`src/rtl/nic_pkg.sv`:
```
package nic_pkg;
  localparam int unsigned NUM_SRC    = 16;
  localparam int unsigned NUM_LVL    = 4;
  localparam int unsigned REG_W      = 8;
  localparam int unsigned SRC_W      = $clog2(NUM_SRC);
  localparam int unsigned LVL_W      = $clog2(NUM_LVL);
  localparam int unsigned BANKS      = NUM_SRC / REG_W;
  localparam int unsigned ADDR_W     = 3;
  localparam int unsigned GLOBAL_BIT = REG_W - 1;

  typedef logic [SRC_W-1:0] src_idx_t;
  typedef logic [LVL_W-1:0] lvl_t;

  typedef enum logic [ADDR_W-1:0] {
    A_EN_A  = 3'd0,
    A_EN_B  = 3'd1,
    A_PH_A  = 3'd2,
    A_PL_A  = 3'd3,
    A_PH_B  = 3'd4,
    A_PL_B  = 3'd5,
    A_PND_A = 3'd6,
    A_PND_B = 3'd7
  } cfg_addr_e;

  typedef struct packed {
    logic     valid;
    src_idx_t idx;
    lvl_t     lvl;
  } grant_t;
endpackage

```
`src/rtl/nic_regs.sv`:
```
module nic_regs
  import nic_pkg::*;
(
  input  logic                           clk,
  input  logic                           rst_n,
  input  logic                           we,
  input  logic [ADDR_W-1:0]              addr,
  input  logic [REG_W-1:0]               wdata,
  input  logic [NUM_SRC-1:0]             pend,
  output logic [REG_W-1:0]               rdata,
  output logic [NUM_SRC-1:0]             src_en,
  output logic                           glb_en,
  output logic [NUM_SRC-1:0][LVL_W-1:0]  src_lvl
);

  logic [BANKS-1:0][REG_W-1:0] en_q, en_d;
  logic [BANKS-1:0][REG_W-1:0] ph_q, ph_d;
  logic [BANKS-1:0][REG_W-1:0] pl_q, pl_d;

  always_comb begin
    en_d = en_q;
    ph_d = ph_q;
    pl_d = pl_q;
    if (we) begin
      case (cfg_addr_e'(addr))
        A_EN_A:  en_d[0] = wdata;
        A_EN_B:  en_d[1] = wdata;
        A_PH_A:  ph_d[0] = wdata;
        A_PL_A:  pl_d[0] = wdata;
        A_PH_B:  ph_d[1] = wdata;
        A_PL_B:  pl_d[1] = wdata;
        default: ;
      endcase
    end
  end

  always_ff @(posedge clk or negedge rst_n) begin
    if (!rst_n) begin
      en_q <= '0;
      ph_q <= '0;
      pl_q <= '0;
    end else if (we) begin
      en_q <= en_d;
      ph_q <= ph_d;
      pl_q <= pl_d;
    end
  end

  always_comb begin
    case (cfg_addr_e'(addr))
      A_EN_A:  rdata = en_q[0];
      A_EN_B:  rdata = en_q[1];
      A_PH_A:  rdata = ph_q[0];
      A_PL_A:  rdata = pl_q[0];
      A_PH_B:  rdata = ph_q[1];
      A_PL_B:  rdata = pl_q[1];
      A_PND_A: rdata = pend[REG_W-1:0];
      A_PND_B: rdata = pend[NUM_SRC-1:REG_W];
      default: rdata = '0;
    endcase
  end

  assign glb_en = en_q[0][GLOBAL_BIT];

  for (genvar s = 0; s < NUM_SRC; s++) begin : g_src
    localparam int unsigned B = s / REG_W;
    localparam int unsigned K = s % REG_W;
    if (B == 0 && K == GLOBAL_BIT) begin : g_glb
      assign src_en[s] = 1'b1;
    end else begin : g_own
      assign src_en[s] = en_q[B][K];
    end
    assign src_lvl[s] = {ph_q[B][K], pl_q[B][K]};
  end

  // writes to the pending addresses leave the configuration untouched
  a_r2_pend_read_only: assert property (@(posedge clk) disable iff (!rst_n)
    we && (addr >= A_PND_A) |=> $stable(en_q) && $stable(ph_q) && $stable(pl_q));

endmodule

```
`src/rtl/nic_pending.sv`:
```
module nic_pending #(
  parameter int unsigned N   = 16,
  localparam int unsigned IW = $clog2(N)
) (
  input  logic          clk,
  input  logic          rst_n,
  input  logic [N-1:0]  irq,
  input  logic          clr_en,
  input  logic [IW-1:0] clr_idx,
  output logic [N-1:0]  pend
);

  logic [N-1:0] irq_d_q;
  logic [N-1:0] pend_q, pend_d;
  logic [N-1:0] rise;
  logic [N-1:0] clr_vec;

  assign rise    = irq & ~irq_d_q;
  assign clr_vec = clr_en ? ({{(N-1){1'b0}}, 1'b1} << clr_idx) : '0;

  always_comb begin
    pend_d = (pend_q & ~clr_vec) | rise;
  end

  always_ff @(posedge clk or negedge rst_n) begin
    if (!rst_n) begin
      irq_d_q <= '0;
      pend_q  <= '0;
    end else begin
      irq_d_q <= irq;
      pend_q  <= pend_d;
    end
  end

  assign pend = pend_q;

  // a pending flag only falls when it was the accepted source
  a_r3_sticky: assert property (@(posedge clk) disable iff (!rst_n)
    1'b1 |=> ((($past(pend_q) & ~pend_q) & ~$past(clr_vec)) == '0));

  // the accepted source's flag is gone after the accept edge
  a_r8_clear_on_accept: assert property (@(posedge clk) disable iff (!rst_n)
    clr_en && !rise[clr_idx] |=> !pend_q[$past(clr_idx)]);

endmodule

```
`src/rtl/nic_arbiter.sv`:
```
module nic_arbiter
  import nic_pkg::*;
(
  input  logic                           clk,
  input  logic                           rst_n,
  input  logic [NUM_SRC-1:0]             req,
  input  logic [NUM_SRC-1:0][LVL_W-1:0]  src_lvl,
  input  logic                           cur_act,
  input  lvl_t                           cur_lvl,
  output grant_t                         win
);

  logic [NUM_LVL-1:0][NUM_SRC-1:0] lvl_mask;

  for (genvar l = 0; l < NUM_LVL; l++) begin : g_lvl
    logic lvl_ok;
    assign lvl_ok = !cur_act || (lvl_t'(l) > cur_lvl);
    for (genvar s = 0; s < NUM_SRC; s++) begin : g_s
      assign lvl_mask[l][s] = req[s] && (src_lvl[s] == lvl_t'(l)) && lvl_ok;
    end
  end

  always_comb begin
    win = '0;
    for (int l = NUM_LVL - 1; l >= 0; l--) begin
      if (!win.valid && (|lvl_mask[l])) begin
        win.valid = 1'b1;
        win.lvl   = lvl_t'(l);
        for (int s = NUM_SRC - 1; s >= 0; s--) begin
          if (lvl_mask[l][s]) win.idx = src_idx_t'(s);
        end
      end
    end
  end

  // a grant always outranks the level in service
  a_r7_strictly_higher: assert property (@(posedge clk) disable iff (!rst_n)
    win.valid && cur_act |-> win.lvl > cur_lvl);

  // the granted source is a live request at the reported level
  a_r5_grant_is_request: assert property (@(posedge clk) disable iff (!rst_n)
    win.valid |-> req[win.idx] && (src_lvl[win.idx] == win.lvl));

endmodule

```
`src/rtl/nic_isr_stack.sv`:
```
module nic_isr_stack
  import nic_pkg::*;
(
  input  logic               clk,
  input  logic               rst_n,
  input  logic               push,
  input  lvl_t               push_lvl,
  input  logic               pop,
  output logic [NUM_LVL-1:0] svc_mask,
  output logic               cur_act,
  output lvl_t               cur_lvl
);

  logic [NUM_LVL-1:0] svc_q, svc_d;
  logic [NUM_LVL-1:0] top_bit;
  logic [NUM_LVL-1:0] push_bit;

  always_comb begin
    cur_act = |svc_q;
    cur_lvl = '0;
    for (int l = 0; l < NUM_LVL; l++) begin
      if (svc_q[l]) cur_lvl = lvl_t'(l);
    end
  end

  assign top_bit  = cur_act ? ({{(NUM_LVL-1){1'b0}}, 1'b1} << cur_lvl) : '0;
  assign push_bit = {{(NUM_LVL-1){1'b0}}, 1'b1} << push_lvl;

  always_comb begin
    svc_d = svc_q;
    if (pop)  svc_d = svc_d & ~top_bit;
    if (push) svc_d = svc_d | push_bit;
  end

  always_ff @(posedge clk or negedge rst_n) begin
    if (!rst_n)          svc_q <= '0;
    else if (push || pop) svc_q <= svc_d;
  end

  assign svc_mask = svc_q;

  // an accepted level is in service on the next cycle
  a_r8_mark_level: assert property (@(posedge clk) disable iff (!rst_n)
    push |=> svc_q[$past(push_lvl)]);

  // a return drops the level that was running
  a_r9_pop_top: assert property (@(posedge clk) disable iff (!rst_n)
    pop && !push && cur_act |=> !svc_q[$past(cur_lvl)]);

  // a return with nothing in service changes nothing
  a_r11_pop_empty: assert property (@(posedge clk) disable iff (!rst_n)
    pop && !push && !cur_act |=> svc_q == '0);

  // nesting only goes upward
  a_r7_push_above: assert property (@(posedge clk) disable iff (!rst_n)
    push && cur_act |-> push_lvl > cur_lvl);

endmodule

```
`src/rtl/nest_irq_ctrl.sv`:
```
module nest_irq_ctrl
  import nic_pkg::*;
#(
  parameter int unsigned VADDR_W    = 16,
  parameter logic [VADDR_W-1:0] VEC_BASE = 16'h0003,
  parameter int unsigned VEC_STRIDE = 8
) (
  input  logic                clk,
  input  logic                rst_n,
  input  logic [NUM_SRC-1:0]  irq_in,
  input  logic                cfg_we,
  input  logic [ADDR_W-1:0]   cfg_addr,
  input  logic [REG_W-1:0]    cfg_wdata,
  output logic [REG_W-1:0]    cfg_rdata,
  input  logic                insn_done,
  input  logic                reti,
  output logic                vec_req,
  output logic [SRC_W-1:0]    vec_idx,
  output logic [LVL_W-1:0]    vec_lvl,
  output logic [VADDR_W-1:0]  vec_addr,
  output logic [NUM_LVL-1:0]  svc_mask
);

  logic [1:0] rst_sync_q;
  logic       rst_sn;

  always_ff @(posedge clk or negedge rst_n) begin
    if (!rst_n) rst_sync_q <= '0;
    else        rst_sync_q <= {rst_sync_q[0], 1'b1};
  end
  assign rst_sn = rst_sync_q[1];

  logic [NUM_SRC-1:0]            pend;
  logic [NUM_SRC-1:0]            src_en;
  logic                          glb_en;
  logic [NUM_SRC-1:0][LVL_W-1:0] src_lvl;
  logic [NUM_SRC-1:0]            req;
  logic                          cur_act;
  lvl_t                          cur_lvl;
  grant_t                        win;
  logic                          accept;

  nic_regs u_regs (
    .clk     (clk),
    .rst_n   (rst_sn),
    .we      (cfg_we),
    .addr    (cfg_addr),
    .wdata   (cfg_wdata),
    .pend    (pend),
    .rdata   (cfg_rdata),
    .src_en  (src_en),
    .glb_en  (glb_en),
    .src_lvl (src_lvl)
  );

  nic_pending #(.N(NUM_SRC)) u_pend (
    .clk     (clk),
    .rst_n   (rst_sn),
    .irq     (irq_in),
    .clr_en  (accept),
    .clr_idx (win.idx),
    .pend    (pend)
  );

  assign req = pend & src_en & {NUM_SRC{glb_en}};

  nic_arbiter u_arb (
    .clk     (clk),
    .rst_n   (rst_sn),
    .req     (req),
    .src_lvl (src_lvl),
    .cur_act (cur_act),
    .cur_lvl (cur_lvl),
    .win     (win)
  );

  assign accept = win.valid && insn_done;

  nic_isr_stack u_isr (
    .clk      (clk),
    .rst_n    (rst_sn),
    .push     (accept),
    .push_lvl (win.lvl),
    .pop      (reti),
    .svc_mask (svc_mask),
    .cur_act  (cur_act),
    .cur_lvl  (cur_lvl)
  );

  assign vec_req  = win.valid;
  assign vec_idx  = win.idx;
  assign vec_lvl  = win.lvl;
  assign vec_addr = VEC_BASE + VADDR_W'(VEC_STRIDE) * VADDR_W'(win.idx);

  // a request needs the global enable, the source enable and its flag
  a_r4_gated_request: assert property (@(posedge clk) disable iff (!rst_sn)
    vec_req |-> glb_en && src_en[vec_idx] && pend[vec_idx]);

  // without completion nothing is dispatched and the mask holds
  a_r8_wait_done: assert property (@(posedge clk) disable iff (!rst_sn)
    !insn_done && !reti |=> $stable(svc_mask));

endmodule

```
`config.mk`:
```
export PLATFORM = sky130hd
export DESIGN_NAME = nest_irq_ctrl
export DESIGN_NICKNAME = d
export VERILOG_FILES = /design/src/rtl/nic_pkg.sv /design/src/rtl/nic_regs.sv /design/src/rtl/nic_pending.sv /design/src/rtl/nic_arbiter.sv /design/src/rtl/nic_isr_stack.sv /design/src/rtl/nest_irq_ctrl.sv
export SDC_FILE = /design/constraint.sdc
export NUM_CORES = 1
export LEC_CHECK = 0
export CORE_MARGIN = 3
export CORE_UTILIZATION = 57
export DETAILED_ROUTE_END_ITERATION = 6
export PLACE_DENSITY = 0.81
export SLEW_MARGIN = 20
export SYNTH_ARGS = -nofsm -noshare
export SYNTH_HDL_FRONTEND = slang
export SYNTH_SLANG_ARGS = --single-unit
```
`constraint.sdc`:
```
create_clock -name clk -period 3.1 [get_ports clk]
set_input_delay 0.31 -clock clk [delete_from_list [all_inputs] [get_ports clk]]
set_output_delay 0.31 -clock clk [all_outputs]
set_load 0.05 [all_outputs]
```
==> results.py, run 1 <==
metrics = {
    "synthesis": {
        "synthTopCellsByCount": "dfrtp_1 (86), mux2_2 (48), inv_1 (38), nand2_1 (38), o21ai_0 (36)",
        "yosys.area.top_type": "dfrtp_1",
        "synth_top_area_share_pct": 38.03,
        "synth_seq_cells": 86,
        "synthFlopType": "dfrtp_1",
        "seq_area_frac_synth_pct": 38.03,
        "syn_area_um2": 5659,
        "syn_area_per_cell_um2": 9.641,
        "synth_edf_count": 0,
        "synth_cells": 587,
        "post-synth-top-count-cell": "dfrtp_1",
        "async_flop_share_pct": 100.0,
        "ys_types": 85,
        "synthTopCellsByArea": "dfrtp_1 (38%), mux2_2 (9.6%), o21ai_0 (3.2%)",
        "yosys_warnings": 0,
    },
    "cts": {
        "holdBufCountCts": 0,
        "cts_max_path_buffers": 2,
        "cts_sinks": 86,
        "numCtsBuffers": 9,
        "cts-htree-levels": 3,
        "cts_root_buffer": "clkbuf_8",
    },
    "placement": {
        "gp_congestion": 1.110,
        "placed_area_um2": 7109,
        "post-dp-hpwl_um": 16860,
        "numPortBuffers": 54,
        "dp_worst_setup_slack_ns": -0.2006,
    },
    "grt": {
        "grt_max_degree": 85,
        "antenna_found_initial": 5,
        "grt_overflow": 5,
        "grt_usage_pct": 59.87,
    },
    "sta": {
        "endpoint_type": "output port",
        "grt-worst-endpoint": "vec_addr[5]",
    },
    "floorplanning": {
        "initial_utilization_pct": 59.83,
        "die_w_um": 105.6,
        "pin_count": 67,
        "row_count": 35,
        "die_height_um": 105.6,
    },
    "status": {
        "lastStage": "5_1_grt",
        "status": "stopped before the end",
        "error_line": "[ERROR GRT-0232] Routing congestion too high. Check the congestion heatmap in the GUI.",
    },
}
==> repair_timing <==
action	4_1_cts
gates resized for setup	68
setup buffers	17
setup endpoints to repair	25
pin swaps	30
==> metal layers <==
metal | GRT overflow | track usage [%]
met1 | 0 | 62.57
met2 | 2 | 79.23
met3 | 0 | 39.25
met4 | 3 | 54.86
met5 | 0 | 10.95
==> through the flow <==
step,hold WS [ns],utilization [%],cells
floorplan,0.01441,-,598
global placement,0.3441,75.16,849
detailed placement,0.3580,75.16,849
CTS,0.1037,81.64,880
==> cells by family after synthesis <==
group	count (synthesis)	share of synthesized area [%]
AO/OA/AOI/OAI	164	21.45
buffers and inverters	79	6.898
flip-flops	86	38.03
multiplexers	55	11.67
other	2	0.1327
AND/OR/NAND/NOR	201	21.82
==> inputs of run 2 (changes only) <==
--- a/config.mk
+++ b/config.mk
@@ -6,9 +6,9 @@
 export NUM_CORES = 1
 export LEC_CHECK = 0
 export CORE_MARGIN = 3
-export CORE_UTILIZATION = 57
+export CORE_UTILIZATION = 40
 export DETAILED_ROUTE_END_ITERATION = 6
-export PLACE_DENSITY = 0.81
+export PLACE_DENSITY_LB_ADDON = 0.15
 export SLEW_MARGIN = 20
 export SYNTH_ARGS = -nofsm -noshare
 export SYNTH_HDL_FRONTEND = slang
==> results.py, run 2 <==
metrics = {
    "cts": {
        "cts_sinks": 86,
        "cts_root_buffer": "clkbuf_16",
        "clock_latency_ns": 0.35,
        "numCtsBuffers": 9,
        "cts_tree": "built",
        "path_clk_slew_ns": 0.07,
        "cts-htree-levels": 3,
        "cts_max_path_buffers": 2,
    },
    "sta": {
        "setup_ws_ns": -0.1698,
        "max_freq_ghz": 0.3058,
        "fin_crit_sh_pct": 105.5,
        "hold_violations": 0,
        "fin_skew_ns": 0.008764,
        "setup_viol": 20,
        "fin_crit_ns": 3.270,
        "relSlewSlack_pct": 60.95,
        "maxSlewViolCount": 0,
        "finalSetupTns_ns": -2.224,
        "worst_pin_slew_ns": 0.5857,
        "rsz0062_at_grt": "true",
    },
    "grt": {
        "grt_max_degree": 85,
        "antenna_found_initial": 0,
        "grt_pass1_vias": 5614,
        "grt_first_pass_wirelength_um": 32730,
        "grt_overflow": 0,
        "grt_usage_pct": 27.08,
    },
    "worst_setup_path": {
        "cp_max_fo": 7,
        "crit_buf_inv": 4,
        "end_kind": "output port",
        "r2r-end": "u_pend.pend[6]",
        "worst_path_max_delay_cell": "dfrtp_2",
        "critPathMaxStageDelay_ns": 0.48,
        "r2r_setup_slack_ns": -0.16,
        "path_class": "reg2out",
        "arrival_ns": 2.96,
        "r2r.worst_path.cells": 13,
        "r2r-start": "u_regs.glb_en",
        "worstPathCellList": "buf_12 > buf_4 > nand4b_1 > a2bb2oi_2 > a41oi_2 > or3_4 > o311ai_4 > a21oi_2 > a221oi_4 > inv_2 > buf_8",
        "start_kind": "flip-flop",
        "cp_data_required_time_ns": 2.79,
        "crit_family": "compound AO/OA/AOI/OAI gates",
    },
    "floorplanning": {
        "die_height_um": 124.9,
        "placeableCoreArea_um2": 13560,
        "die_area_um2": 15610,
        "die_w_um": 124.9,
        "row_count": 42,
        "pin_count": 67,
        "initial_utilization_pct": 41.74,
    },
    "route": {
        "wl_met1_um": 8709,
        "vias": 5771,
        "maxUsedRoutingLayer": "met4",
        "wl_met2_um": 9895,
        "drt-vias-per-instance": 6.049,
        "route.final.wire_length_um": 21420,
        "drc": 0,
        "drt_iter0_drc": 655,
        "wl_met3_um": 2222,
        "drtAntennaViolNets": 0,
        "wire_per_inst_um": 22.46,
        "drt_first_pass_iters": 5,
    },
    "placement": {
        "numPortBuffers": 54,
        "dp_cells": 916,
        "post-dp-hpwl_um": 16710,
        "gp_congestion": 1.025,
    },
    "cells_and_area": {
        "syn2layout_area_growth_pct": 42.56,
        "fillers": 1173,
        "n_antenna_cell": 0,
        "utilization_pct": 59.51,
        "drive_gt1_share_pct": 37.92,
        "mostFrequentLayoutCells": "buf_4 (143), dfrtp_1 (82), mux2_2 (48)",
        "final_cell_count_no_fill": 954,
        "final_common_cell": "buf_4",
        "largest_register_ffs": 32,
        "nets": 805,
    },
    "synthesis": {
        "syn_area_um2": 5659,
        "synth_edf_count": 0,
        "post-synth-top-count-cell": "dfrtp_1",
        "seq_area_frac_synth_pct": 38.03,
        "async_flop_share_pct": 100.0,
        "synthFlopType": "dfrtp_1",
        "yosys_warnings": 0,
        "synthTopCellsByCount": "dfrtp_1 (86), mux2_2 (48), inv_1 (38), nand2_1 (38), o21ai_0 (36)",
        "synthAdderAreaFrac_pct": 0,
        "synth_seq_cells": 86,
        "synth_cells": 587,
        "muxShareOfSynthArea_pct": 11.67,
        "synth_xor_area_share_pct": 0,
        "synth_compound_area_share_pct": 21.45,
        "synth_top_area_share_pct": 38.03,
        "ys_types": 85,
        "syn_area_per_cell_um2": 9.641,
        "synth_top_family_by_area": "simple AND/OR/NAND/NOR gates",
        "synthTopCellsByArea": "dfrtp_1 (38%), mux2_2 (9.6%), o21ai_0 (3.2%)",
        "synthSimpleGateAreaFrac_pct": 21.82,
        "yosys.area.top_type": "dfrtp_1",
    },
    "flow_run": {
        "maxCapViolCount": 0,
    },
    "power": {
        "power.share.switching_pct": 45.29,
        "pwr-share-seq_pct": 20.5,
        "power.share.combinational_pct": 66.1,
        "p_clk_share_pct": 13.3,
        "powerDensity_nw_per_um2": 983.5,
        "peakVddDrop_mv": 1.013,
        "power.switching_w": 0.003594,
        "internal_power_w": 0.004341,
        "leakage_nw": 3.568,
    },
    "status": {
        "status": "finished with violations",
        "violations": "negative setup slack",
    },
    "worst_hold_path": {
        "hold_path.class": "in2async",
    },
}
run 2: cell counts after synthesis:
Identical to the previous run, type by type.
run 2: routing by layer:
layer / vias up / track usage [%]
li1: 2589 / -
met1: 2782 / 35.99
met2: 350 / 43.32
met3: 50 / 7.548
met4: 0 / 8.418
met5: - / 0
run 2: cells by family (layout without fill, tap and decap cells):
logic type	count (synthesis)	after routing
and+or+nand+nor	201	201
AOI/OAI and AO/OA	164	164
DFF	86	86
buffers and inverters	79	259
muxes	55	55
other	2	13
run 2: worst reg2reg max path, stage by stage, from the launching register on:
cell	delay (ns)
dfrtp_2	0.47
buf_12	0.15
buf_8	0.13
buf_12	0.12
nand4b_1	0.18
o22a_1	0.29
a21oi_2	0.24
or3_4	0.22
nor2_4	0.05
and4b_1	0.22
buf_4	0.14
or3b_4	0.47
o21a_1	0.22
a221o_1	0.25
run 2: repair_timing:
item / 4_1_cts / 5_1_grt
resized for setup: 55 / 22
setup endpoints to repair: 25 / 25
pin swaps: 17 / 13
buffers inserted: 18 / 5
hold buffers: 0 / 0
run 2: worst max-delay path by stage:
stage / cells after the start / endpoint / slack, ns / from
floorplan: 11 / vec_idx[2] / -0.02 / u_isr.svc_mask[3]
global placement: 12 / u_pend.pend[0] / -0.31 / u_regs.glb_en
detailed placement: 12 / u_pend.pend[0] / -0.35 / u_regs.glb_en
CTS: 12 / vec_idx[0] / -0.18 / u_regs.glb_en
global route: 12 / vec_idx[3] / -0.27 / u_regs.glb_en
finish: 11 / vec_idx[0] / -0.17 / u_regs.glb_en
run 2: power by group through the flow:
stage	Combinational, W	Sequential, W	Clock, W
after detailed placement	0.00442	0.00164	0
after floorplan	0.00240	0.00166	0
after global routing	0.00552	0.00165	0.00113
after CTS	0.00508	0.00162	0.00108
after global placement	0.00440	0.00163	0
final	0.00525	0.00163	0.00106
run 2: area by class of cell:
| cell class | count | area, µm² | share of cell area (%) |
|---|---|---|---|
| multi-input cells | 433 | 3376 | 41.84 |
| flip-flops and latches | 86 | 2160 | 26.77 |
| repair buffers | 202 | 1861 | 23.06 |
| clock buffers | 11 | 252.7 | 3.133 |
| well taps | 176 | 220.2 | 2.730 |
| inverters | 41 | 158.9 | 1.970 |
| clock inverters | 5 | 40.04 | 0.4963 |
run 2: through the flow:
| stage | setup WS, ns | area, µm² | hold WS [ns] | power (W) |
|---|---|---|---|---|
| finish | -0.1698 | 8068 | 0.1175 | 0.007935 |
| global placement | -0.3136 | 7306 | 0.3402 | 0.006036 |
| global route | -0.2739 | 8068 | 0.1074 | 0.008305 |
| CTS | -0.1820 | 7941 | 0.1092 | 0.007775 |
| detailed placement | -0.3484 | 7306 | 0.3396 | 0.006064 |
| floorplan | -0.01807 | 5708 | 0.01441 | 0.004051 |
Power figures use the tool's default switching activity.
